===== config.mk =====
export PLATFORM = sky130hd
export DESIGN_NAME = i2c_addr_match
export DESIGN_NICKNAME = d
export VERILOG_FILES = /design/src/rtl/i2c_am_pkg.sv /design/src/rtl/i2c_am_cond.sv /design/src/rtl/i2c_am_cfg.sv /design/src/rtl/i2c_am_match.sv /design/src/rtl/i2c_addr_match.sv
export SDC_FILE = /design/constraint.sdc
export NUM_CORES = 1
export LEC_CHECK = 0
export BUFFER_PORTS_ARGS = -buffer_cell sky130_fd_sc_hd__clkbuf_2
export CAP_MARGIN = 20
export CORE_MARGIN = 4
export CORE_UTILIZATION = 30
export CTS_BUF_LIST = sky130_fd_sc_hd__clkbuf_8
export DETAILED_ROUTE_END_ITERATION = 8
export GPL_ROUTABILITY_DRIVEN = 0
export PLACE_DENSITY_LB_ADDON = 0.08
export SLEW_MARGIN = 15
export SYNTH_ARGS = -nofsm -noshare
export SYNTH_HDL_FRONTEND = slang
export SYNTH_SLANG_ARGS = --single-unit

===== constraint.sdc =====
create_clock -name clk -period 2 [get_ports clk]
set_input_delay 0.4 -clock clk [delete_from_list [all_inputs] [get_ports clk]]
set_output_delay 0.4 -clock clk [all_outputs]
set_load 0.05 [all_outputs]

===== src/rtl/i2c_am_pkg.sv =====
package i2c_am_pkg;

    typedef enum logic [2:0] {
        ST_IDLE,
        ST_ADDR,
        ST_ACK_WAIT,
        ST_ACK_LOW,
        ST_ACK_HIGH,
        ST_DATA,
        ST_SKIP
    } am_state_t;

    typedef struct packed {
        logic pec_en;
        logic smb_en;
        logic gc_en;
        logic own_en;
    } am_ctrl_t;

    localparam logic [1:0] SEL_OWN  = 2'd0;
    localparam logic [1:0] SEL_CTRL = 2'd1;
    localparam logic [1:0] SEL_CNT  = 2'd2;

endpackage


===== src/rtl/i2c_am_cond.sv =====
// Pin synchroniser and bus condition detector.
module i2c_am_cond #(
    parameter int SYNC_STAGES = 2
) (
    input  logic clk,
    input  logic rst_n,
    input  logic scl_i,
    input  logic sda_i,
    output logic sda_s,
    output logic scl_rise,
    output logic scl_fall,
    output logic start_evt,
    output logic stop_evt
);
    localparam int LAST = SYNC_STAGES - 1;

    logic [SYNC_STAGES-1:0] scl_sh;
    logic [SYNC_STAGES-1:0] sda_sh;
    logic                   scl_q;
    logic                   sda_q;
    logic                   scl_s;

    always_ff @(posedge clk or negedge rst_n) begin
        if (!rst_n) begin
            scl_sh <= '1;
            sda_sh <= '1;
            scl_q  <= 1'b1;
            sda_q  <= 1'b1;
        end else begin
            scl_sh <= {scl_sh[SYNC_STAGES-2:0], scl_i};
            sda_sh <= {sda_sh[SYNC_STAGES-2:0], sda_i};
            scl_q  <= scl_sh[LAST];
            sda_q  <= sda_sh[LAST];
        end
    end

    assign scl_s     = scl_sh[LAST];
    assign sda_s     = sda_sh[LAST];
    assign scl_rise  = scl_s & ~scl_q;
    assign scl_fall  = ~scl_s & scl_q;
    assign start_evt = scl_s & scl_q & sda_q & ~sda_s;
    assign stop_evt  = scl_s & scl_q & ~sda_q & sda_s;

endmodule


===== src/rtl/i2c_am_cfg.sv =====
// Configuration registers and the SMBus PEC byte counter.
module i2c_am_cfg
    import i2c_am_pkg::*;
#(
    parameter int ADDR_W = 7,
    parameter int DATA_W = 8,
    parameter int CNT_W  = 8
) (
    input  logic              clk,
    input  logic              rst_n,
    input  logic              we,
    input  logic [1:0]        sel,
    input  logic [DATA_W-1:0] wdata,
    input  logic              byte_done,
    output logic [ADDR_W-1:0] own_addr,
    output am_ctrl_t          ctrl,
    output logic [CNT_W-1:0]  cnt,
    output logic              cnt_we,
    output logic              cnt_active
);
    localparam int CTRL_W = $bits(am_ctrl_t);

    assign cnt_we     = we && (sel == SEL_CNT);
    assign cnt_active = ctrl.smb_en && ctrl.pec_en;

    always_ff @(posedge clk or negedge rst_n) begin
        if (!rst_n) begin
            own_addr <= '0;
            ctrl     <= '0;
        end else if (we) begin
            if (sel == SEL_OWN)  own_addr <= wdata[ADDR_W-1:0];
            if (sel == SEL_CTRL) ctrl     <= am_ctrl_t'(wdata[CTRL_W-1:0]);
        end
    end

    always_ff @(posedge clk or negedge rst_n) begin
        if (!rst_n) begin
            cnt <= '0;
        end else if (cnt_we) begin
            cnt <= wdata[CNT_W-1:0];
        end else if (byte_done && cnt_active && (cnt != '0)) begin
            cnt <= cnt - 1'b1;
        end
    end

endmodule


===== src/rtl/i2c_am_match.sv =====
// Parallel comparison against all address sources.
module i2c_am_match #(
    parameter int ADDR_W = 7
) (
    input  logic [ADDR_W-1:0] cand_addr,
    input  logic              cand_rw,
    input  logic [ADDR_W-1:0] own_addr,
    input  logic              own_en,
    input  logic              gc_en,
    output logic              hit_own,
    output logic              hit_gc
);
    localparam logic [ADDR_W-1:0] GC_ADDR = '0;

    assign hit_own = own_en && (cand_addr == own_addr);
    assign hit_gc  = gc_en && (cand_addr == GC_ADDR) && !cand_rw;

endmodule


===== src/rtl/i2c_addr_match.sv =====
module i2c_addr_match
    import i2c_am_pkg::*;
#(
    parameter int ADDR_W      = 7,
    parameter int DATA_W      = 8,
    parameter int CNT_W       = 8,
    parameter int SYNC_STAGES = 2
) (
    input  logic              clk,
    input  logic              rst_n,
    input  logic              scl_i,
    input  logic              sda_i,
    output logic              sda_oe,
    input  logic              cfg_we,
    input  logic [1:0]        cfg_sel,
    input  logic [DATA_W-1:0] cfg_wdata,
    output logic              match_pulse,
    output logic              match_own,
    output logic              match_gc,
    output logic              match_rw,
    output logic [CNT_W-1:0]  pec_count
);
    localparam int BYTE_W = ADDR_W + 1;
    localparam int FRAME  = BYTE_W + 1;
    localparam int BC_W   = $clog2(FRAME + 1);
    localparam logic [BC_W-1:0] LAST_ADDR_BIT = BC_W'(BYTE_W - 1);
    localparam logic [BC_W-1:0] LAST_DATA_BIT = BC_W'(FRAME - 1);

    logic sda_s, scl_rise, scl_fall, start_evt, stop_evt;

    i2c_am_cond #(.SYNC_STAGES(SYNC_STAGES)) u_cond (
        .clk       (clk),
        .rst_n     (rst_n),
        .scl_i     (scl_i),
        .sda_i     (sda_i),
        .sda_s     (sda_s),
        .scl_rise  (scl_rise),
        .scl_fall  (scl_fall),
        .start_evt (start_evt),
        .stop_evt  (stop_evt)
    );

    am_state_t         state, state_nx;
    logic [BYTE_W-1:0] shreg;
    logic [BYTE_W-1:0] cand;
    logic [BC_W-1:0]   bitcnt;
    logic [ADDR_W-1:0] own_addr;
    am_ctrl_t          ctrl;
    logic              byte_done, cnt_we, cnt_active;
    logic              hit_own, hit_gc, hit_any, addr_last;

    i2c_am_cfg #(.ADDR_W(ADDR_W), .DATA_W(DATA_W), .CNT_W(CNT_W)) u_cfg (
        .clk        (clk),
        .rst_n      (rst_n),
        .we         (cfg_we),
        .sel        (cfg_sel),
        .wdata      (cfg_wdata),
        .byte_done  (byte_done),
        .own_addr   (own_addr),
        .ctrl       (ctrl),
        .cnt        (pec_count),
        .cnt_we     (cnt_we),
        .cnt_active (cnt_active)
    );

    assign cand = {shreg[BYTE_W-2:0], sda_s};

    i2c_am_match #(.ADDR_W(ADDR_W)) u_match (
        .cand_addr (cand[BYTE_W-1:1]),
        .cand_rw   (cand[0]),
        .own_addr  (own_addr),
        .own_en    (ctrl.own_en),
        .gc_en     (ctrl.gc_en),
        .hit_own   (hit_own),
        .hit_gc    (hit_gc)
    );

    assign hit_any   = hit_own || hit_gc;
    assign addr_last = (state == ST_ADDR) && scl_rise && (bitcnt == LAST_ADDR_BIT);
    assign byte_done = (state == ST_DATA) && scl_rise && (bitcnt == LAST_DATA_BIT);

    // Next-state logic: STOP first, then START, then per-state progress.
    always_comb begin
        state_nx = state;
        if (stop_evt) begin
            state_nx = ST_IDLE;
        end else if (start_evt) begin
            state_nx = ST_ADDR;
        end else begin
            unique case (state)
                ST_IDLE:     state_nx = ST_IDLE;
                ST_ADDR:     if (addr_last) state_nx = hit_any ? ST_ACK_WAIT : ST_SKIP;
                ST_ACK_WAIT: if (scl_fall)  state_nx = ST_ACK_LOW;
                ST_ACK_LOW:  if (scl_rise)  state_nx = ST_ACK_HIGH;
                ST_ACK_HIGH: if (scl_fall)  state_nx = ST_DATA;
                ST_DATA:     state_nx = ST_DATA;
                ST_SKIP:     state_nx = ST_SKIP;
                default:     state_nx = ST_IDLE;
            endcase
        end
    end

    // State register with the bit counter and address shifter.
    always_ff @(posedge clk or negedge rst_n) begin
        if (!rst_n) begin
            state  <= ST_IDLE;
            shreg  <= '0;
            bitcnt <= '0;
        end else begin
            state <= state_nx;
            if (state_nx != state) begin
                bitcnt <= '0;
            end else if (scl_rise) begin
                if (state == ST_ADDR) begin
                    shreg  <= cand;
                    bitcnt <= bitcnt + 1'b1;
                end else if (state == ST_DATA) begin
                    bitcnt <= byte_done ? '0 : bitcnt + 1'b1;
                end
            end
        end
    end

    // Output register: match report and acknowledge drive.
    always_ff @(posedge clk or negedge rst_n) begin
        if (!rst_n) begin
            match_pulse <= 1'b0;
            match_own   <= 1'b0;
            match_gc    <= 1'b0;
            match_rw    <= 1'b0;
            sda_oe      <= 1'b0;
        end else begin
            match_pulse <= 1'b0;
            if (stop_evt || start_evt) begin
                match_own <= 1'b0;
                match_gc  <= 1'b0;
                match_rw  <= 1'b0;
            end else if (addr_last && hit_any) begin
                match_pulse <= 1'b1;
                match_own   <= hit_own;
                match_gc    <= hit_gc && !hit_own;
                match_rw    <= sda_s;
            end
            sda_oe <= (state_nx == ST_ACK_LOW) || (state_nx == ST_ACK_HIGH);
        end
    end

endmodule


---- Word-level counts from Yosys, hierarchy flattened ----
Cells that the tools add are included.
storage, ports and cells
  output and inout port bits .............. 13
  register bits ........................... 44
  input port bits ......................... 15
  word-level logic and storage cells ...... 98
operators by class
  $add $sub $neg .......................... 2
  bitwise operators ....................... 12
  eq/ne operators ......................... 14
  mux-type cells .......................... 23
  reduce and logical (&&, ||, !) cells .... 29
operator list
  kind                 count
  $mux 3               7
  $mux 4               5
  $pmux 3 s6           1
  $mux 8               2
  $logic_and 1x1->1    13
  $eq 3x3->1 const B   4
  $eq 3x2->1 const B   3
  $mux 1               8
  $reduce_bool 8->1    1
  $sub 8x1->8 const B  1
  $and 1x1->1          7
  $eq 7x7->1           1
  $logic_not 7->1      1
  $reduce_and 2->1     3
  $reduce_bool 2->1    3
  $not 1->1            5
  $add 4x1->4 const B  1
  $eq 4x3->1 const B   1
  $eq 4x4->1 const B   1
  $eq 3x1->1 const B   1
  $logic_or 1x1->1     3
  $ne 3x3->1           1
  $reduce_and 3->1     1
  $reduce_bool 3->1    1
  other kinds (4)      5

---- Logic depth before layout (Yosys ltp) ----
  depth after elaboration ................. 12
  mapped depth ............................ 8
  depth with buffers taken out ............ 8

---- Cells and area by module ----
Synthesis repeated with hierarchy kept, for this count alone.
unflattened totals
  cell total of the unflattened synthesis .. 195
  area, all modules ....................... 2245.9 um^2
modules (own cells, without submodules)
  module          times used  seq. area each (um^2)  cells an instance  area an instance (um^2)
  i2c_addr_match  1           475.5                  90                 989.7
  i2c_am_cfg      1           475.5                  82                 962.2
  i2c_am_cond     1           157.7                  10                 190.2
  i2c_am_match    1           0.0                    13                 103.8

---- Worst setup path after synthesis ----
Ideal clock, no wire load.
  path kind ............................... reg2reg
  from .................................... register u_cfg.cnt[0]
  to ...................................... register u_cfg.cnt[6]
  period minus slack after synthesis ...... 2.270 ns
  library setup time ...................... 0.137 ns
  required time ........................... 1.863 ns
  arrival ................................. 2.133 ns
  slack ................................... -0.270 ns
  cell stages (with the launch flop) ...... 9
  buffers on the path ..................... 0
  cell sequence ........................... dfrtp_1 -> inv_1 -> ha_1 -> or3b_2 -> o2111ai_2 -> or3_1 -> nor4_2 -> xnor2_1 -> a21oi_1
on the way
  word-level cells in the longest chain between the ends .. 3
  elaborated cells on any way between the ends .. 6
  those cells by class .................... add/sub: 1; mux: 2; reduce/logical: 3
RTL lines
  element                                           line                                text
  start: declaration                                i2c_am_cfg.sv:17                    output logic [CNT_W-1:0] cnt,
  start signal: assignment                          i2c_am_cfg.sv:40                    cnt <= wdata[CNT_W-1:0];
  start signal: assignment                          i2c_am_cfg.sv:42                    cnt <= cnt - 1'b1;
  $sub 8x1->8 or $reduce_bool 8->1 (tied branches)  i2c_am_cfg.sv:42, i2c_am_cfg.sv:41
  $mux 8 or $logic_and 1x1->1 (tied branches)       i2c_am_cfg.sv:41                    end else if (byte_done && cnt_active && (cnt != '0)) begin
  $mux 8 or $reduce_bool 2->1 (tied branches)       n/a
Several ways; a longest one is shown, not always the timed one. The select of a mux whose other input is x is not followed.
A chain may end at the register's enable or synchronous reset.

---- Final worst setup path ----
  from .................................... register u_cond.scl_sh[1]
  to ...................................... register shreg[4]
on the way
  word-level cells in the longest chain between the ends .. 10
  elaborated cells on any way between the ends .. 20
  those cells by class .................... eq/ne: 1; mux: 7; bitwise: 9; reduce/logical: 3
RTL lines
  element                                line                   text
  start: declaration                     i2c_am_cond.sv:17      logic [SYNC_STAGES-1:0] scl_sh;
  start signal: assignment               i2c_am_cond.sv:30      scl_sh <= {scl_sh[SYNC_STAGES-2:0], scl_i};
  $and 1x1->1                            i2c_am_cond.sv:39      assign scl_rise = scl_s & ~scl_q;
  $logic_and 1x1->1 (2 in a row)         i2c_addr_match.sv:79   assign addr_last = (state == ST_ADDR) && scl_rise && (bitcnt == LAST_ADDR_BIT);
  $mux 3                                 i2c_addr_match.sv:92   ST_ADDR: if (addr_last) state_nx = hit_any ? ST_ACK_WAIT : ST_SKIP;
  $pmux 3 s6                             i2c_addr_match.sv:90   unique case (state)
  $mux 3                                 i2c_addr_match.sv:87   end else if (start_evt) begin
  $mux 3                                 i2c_addr_match.sv:85   if (stop_evt) begin
  $ne 3x3->1                             i2c_addr_match.sv:111  if (state_nx != state) begin
  $not 1->1 (no source line)             n/a
  $reduce_and 3->1 (no source line) (*)  n/a
  end signal: assignment                 i2c_addr_match.sv:115  shreg <= cand;
  end: declaration                       i2c_addr_match.sv:44   logic [BYTE_W-1:0] shreg;
Mark *: on every way between the ends. The rest lies on a longest branch, timed or not.

==> results.md <==
* Reg power frac at 44.2%
* Unrepaired setup endpoints after global routing: true
* Worst Hold Margin at about 0.048 ns
* Data required time of the worst path at approximately 2.2 ns
* Number of DRC violations after detailed-routing iteration 0 at 51
* Number of cells after detailed placement at about 360
* Number of H-tree levels at 2
* Number of endpoints with negative hold slack in the final report at 0
* Overall die height at between 90 and 100 µm
* Warnings, synthesis at 0
* Effective utilization at floorplan at between 30% and 40%
* Worst reg2reg path endpoint: shreg[4]
* Share of synthesized flip-flops with an asynchronous set or reset at 100.0%
* Instance count of the mapped netlist at 200
* Antenna violations before repair at 0
* Total Routed Length at around 5200 µm
* Slowest CP cell: sky130_fd_sc_hd__dfstp_2
* Distinct cell type count after synthesis at 48
* Combinational share of power at 27.1%
* Number of core rows at 31
* Crit-path max cell delay at 0.53 ns
* Wire length of the first global-routing pass at 8866 µm
* Fraction of the yosys area taken by sequential cells at 49.28%
* Cts-stage hold buffer count at 0
* Cells along the critical path: and4bb_1 > and4_4 > o221ai_4 > and4bb_2 > o21bai_4 > buf_12 > mux2_4
* Met2 track demand over resource at between 10% and 20%
* Category of the most critical setup path: flop to flop
* Maximum achievable frequency at 0.4716 GHz
* Number of iterations in the first detailed-routing pass at 4
* Global route hottest layer: met2
* Total track usage at between 10% and 20%
* Area of the multi-input gates at roughly 1100 µm²
* Cell depth of the worst flop-to-flop path at 7
* Switch Pwr at 798.7 µW
* Routed WL per cell at 13.97 µm
* Failing checks: setup timing
* Chip width at 94.60 µm
* Number of inserted diodes at 0
* Gr ovfl total at 0
* Core region area at 7253 µm²
* Number of clock sinks at 44
* Clock Path Buffers at 2
* Clock power frac at 28.7%
* Critical Path Start Type: flop
* Clock latency at the later pin of the worst-skew pair at 0.31 ns
* Setup crit end kind: flop
* Detailed-route vias per instance at 4.615
* Flop and latch count out of synthesis at 44
* Number of buffers added by the clock tree synthesis step at 5
* Max Transition Viols Final at 0
* Internal at 1.743 mW
* Peak supply drop at around 0.00045 V
* Final setup slack of the worst path at -0.1206 ns
* Filler instances at 714
* Vias after detailed routing at between 1,500 and 2,000
* Average footprint of a synthesized cell at about 11 µm²
* Static leakage power at 1.357 nW
* Synth Net Count at 219
* Path class of the lowest-slack min-delay path: input port to async pin
* Final clock skew at 0.01439 ns
* Total of endpoints with negative setup slack in the final report at 11
* Data arrival at the endpoint of the critical path at 2.31 ns
* Via count of the first global-routing pass at 1,773
* Number of max-capacitance violations reported at 0
* Maximum number of pins on one net before global-route repair at 27
* Fraction of final layout cells sized beyond drive strength 1 at between 40% and 50%
* Number of port buffers at 27
* Global routing met3 resource utilization at 2.709%
* FF+latch area at 1111 µm²
* Post-detailed-route DRC marker count at 0
* Slew HR at 64.09%
* Transition time of the tightest slew-check pin at roughly 0.54 ns
* Top Ports at 28
* Number of flops mapped to enable cells by yosys at 0
* R2R Setup Slk at -0.12 ns
* Reg-to-reg startpoint: u_cond.scl_sh[1]
* Post-route fraction of the period consumed by the critical path at 106.0%
* Final period demand of the worst path at 2.121 ns
* Clk root buf: sky130_fd_sc_hd__clkbuf_8
* Post-layout utilization of the core at 41.75%
* Cell Pwr Density at 839.5 nW/µm²
* Layout overhead on the synthesized area at 34.59%
* Sw frac at 31.42%
* Clock tree from TritonCTS: built
* Clock-pin slew on the worst setup and hold paths at 0.10 ns
* Post-layout net count at 293
* M1 GR Usage at 18.38%
* Critical Path Source: u_cond.scl_sh[1]
* Post-detailed-route count of antenna-violating nets at 0
* CP Max Fanout at 7
* Total Neg Setup Slack at -1.052 ns
* Non-filler cells, final at 374
* Combined area of all synthesized cells at 2250 µm²
* Half-perimeter wire length of the detailed placement result at 3973 µm
* Main synth FF type: sky130_fd_sc_hd__dfrtp_1
* Die footprint at 8948 µm²
* Outcome: finished, violations left
==> metrics by stage <==
step	setup slack (ns)	total power, mW	cell area, µm²
2_1_floorplan	-0.1880	1.534	2252
3_3_place_gp	-0.1323	1.769	2783
3_5_place_dp	-0.1312	1.768	2783
4_1_cts	-0.1257	2.564	2989
5_1_grt	-0.1977	2.692	3028
6_report	-0.1206	2.542	3028
==> state kept, by name, summed over array words and instances (netlist names), 2 cells and up <==
register	flops
u_cond.scl_sh	2
u_cond.sda_sh	2
shreg	7
u_cfg.ctrl	4
u_cfg.cnt	8
u_cfg.own_addr	7
bitcnt	4
state	3
==> critical path: cells and delay by family (launching register included) <==
family | cells | cell delay [ns]
and+or+nand+nor | 3 | 0.76
buffers and inverters | 1 | 0.14
AOI/OAI and AO/OA | 2 | 0.27
muxes | 1 | 0.30
DFF | 1 | 0.53
==> logic make-up after synthesis <==
| group | Yosys count | synth area share (%) |
|---|---|---|
| flip-flops | 44 | 49.28 |
| XOR/XNOR | 15 | 5.840 |
| AND/OR/NAND/NOR | 71 | 17.96 |
| buffers and inverters | 14 | 3.337 |
| adder cells (fa/ha/maj) | 4 | 2.225 |
| multiplexers | 19 | 9.455 |
| AO/OA/AOI/OAI | 33 | 11.90 |
==> synth_stat cells (all sizes together), types with 3 or more instances <==
master | n | area share, %
mux2 | 18 | 9.0
dfrtp | 38 | 42
nor4 | 3 | 1.4
nor2 | 19 | 3.2
nand4 | 4 | 1.1
nor3 | 7 | 1.6
a21oi | 16 | 3.6
o21ai | 3 | 0.67
nor2b | 3 | 0.83
inv | 9 | 1.5
dfstp | 6 | 7.0
nand2 | 12 | 2.0
buf | 4 | 1.7
ha | 4 | 2.2
xor2 | 4 | 1.6
nand4b | 3 | 1.2
xnor2 | 11 | 4.3
==> power by group through the flow <==
stage	clock [mW]	combinational, mW	sequential, mW
6_report	0.730	0.689	1.12
5_1_grt	0.794	0.752	1.15
4_1_cts	0.758	0.683	1.12
3_5_place_dp	0	0.632	1.14
3_3_place_gp	0	0.631	1.14
2_1_floorplan	0	0.316	1.22
==> worst max-delay path by stage <==
stage                endpoint  slack (ns)
floorplan            shreg[0]       -0.19
global placement     shreg[4]       -0.13
detailed placement   shreg[4]       -0.13
CTS                  shreg[4]       -0.13
global route        bitcnt[2]       -0.20
finish               shreg[4]       -0.12
==> timing repair <==
action / 4_1_cts / 5_1_grt
pin swaps: 8 / 5
hold endpoints to repair: 0 / 0
setup endpoints to repair: 13 / 19
gates resized for setup: 11 / 11
buffers inserted: 5 / 2
==> layout make-up <==
type,count,area share [%]
clock buffer,5,2.273
clock inverter,3,1.529
inverter,9,1.116
multi-input combinational,142,37.73
sequential,44,36.69
tap,99,4.091
timing repair buffer,72,16.57
==> routing by layer <==
metal  vias to the layer above  wire length, µm
li1                        858                -
met1                       841             2685
met2                        21             2338
met3                         6              149
met4                         0               51
met5                         -                0
==> layout by cell type, fill, tap and decap left out, drive strengths merged, types with 7 or more instances in the layout <==
| cell | netlist | layout |
|---|---|---|
| clkbuf | 1 | 32 |
| mux2 | 18 | 18 |
| xnor2 | 11 | 11 |
| a21oi | 16 | 16 |
| buf | 4 | 45 |
| inv | 9 | 10 |
| nor2 | 19 | 19 |
| nor3 | 7 | 7 |
| nand2 | 12 | 12 |
| dfrtp | 38 | 38 |
No activity file was read; power rests on OpenSTA's default activity.
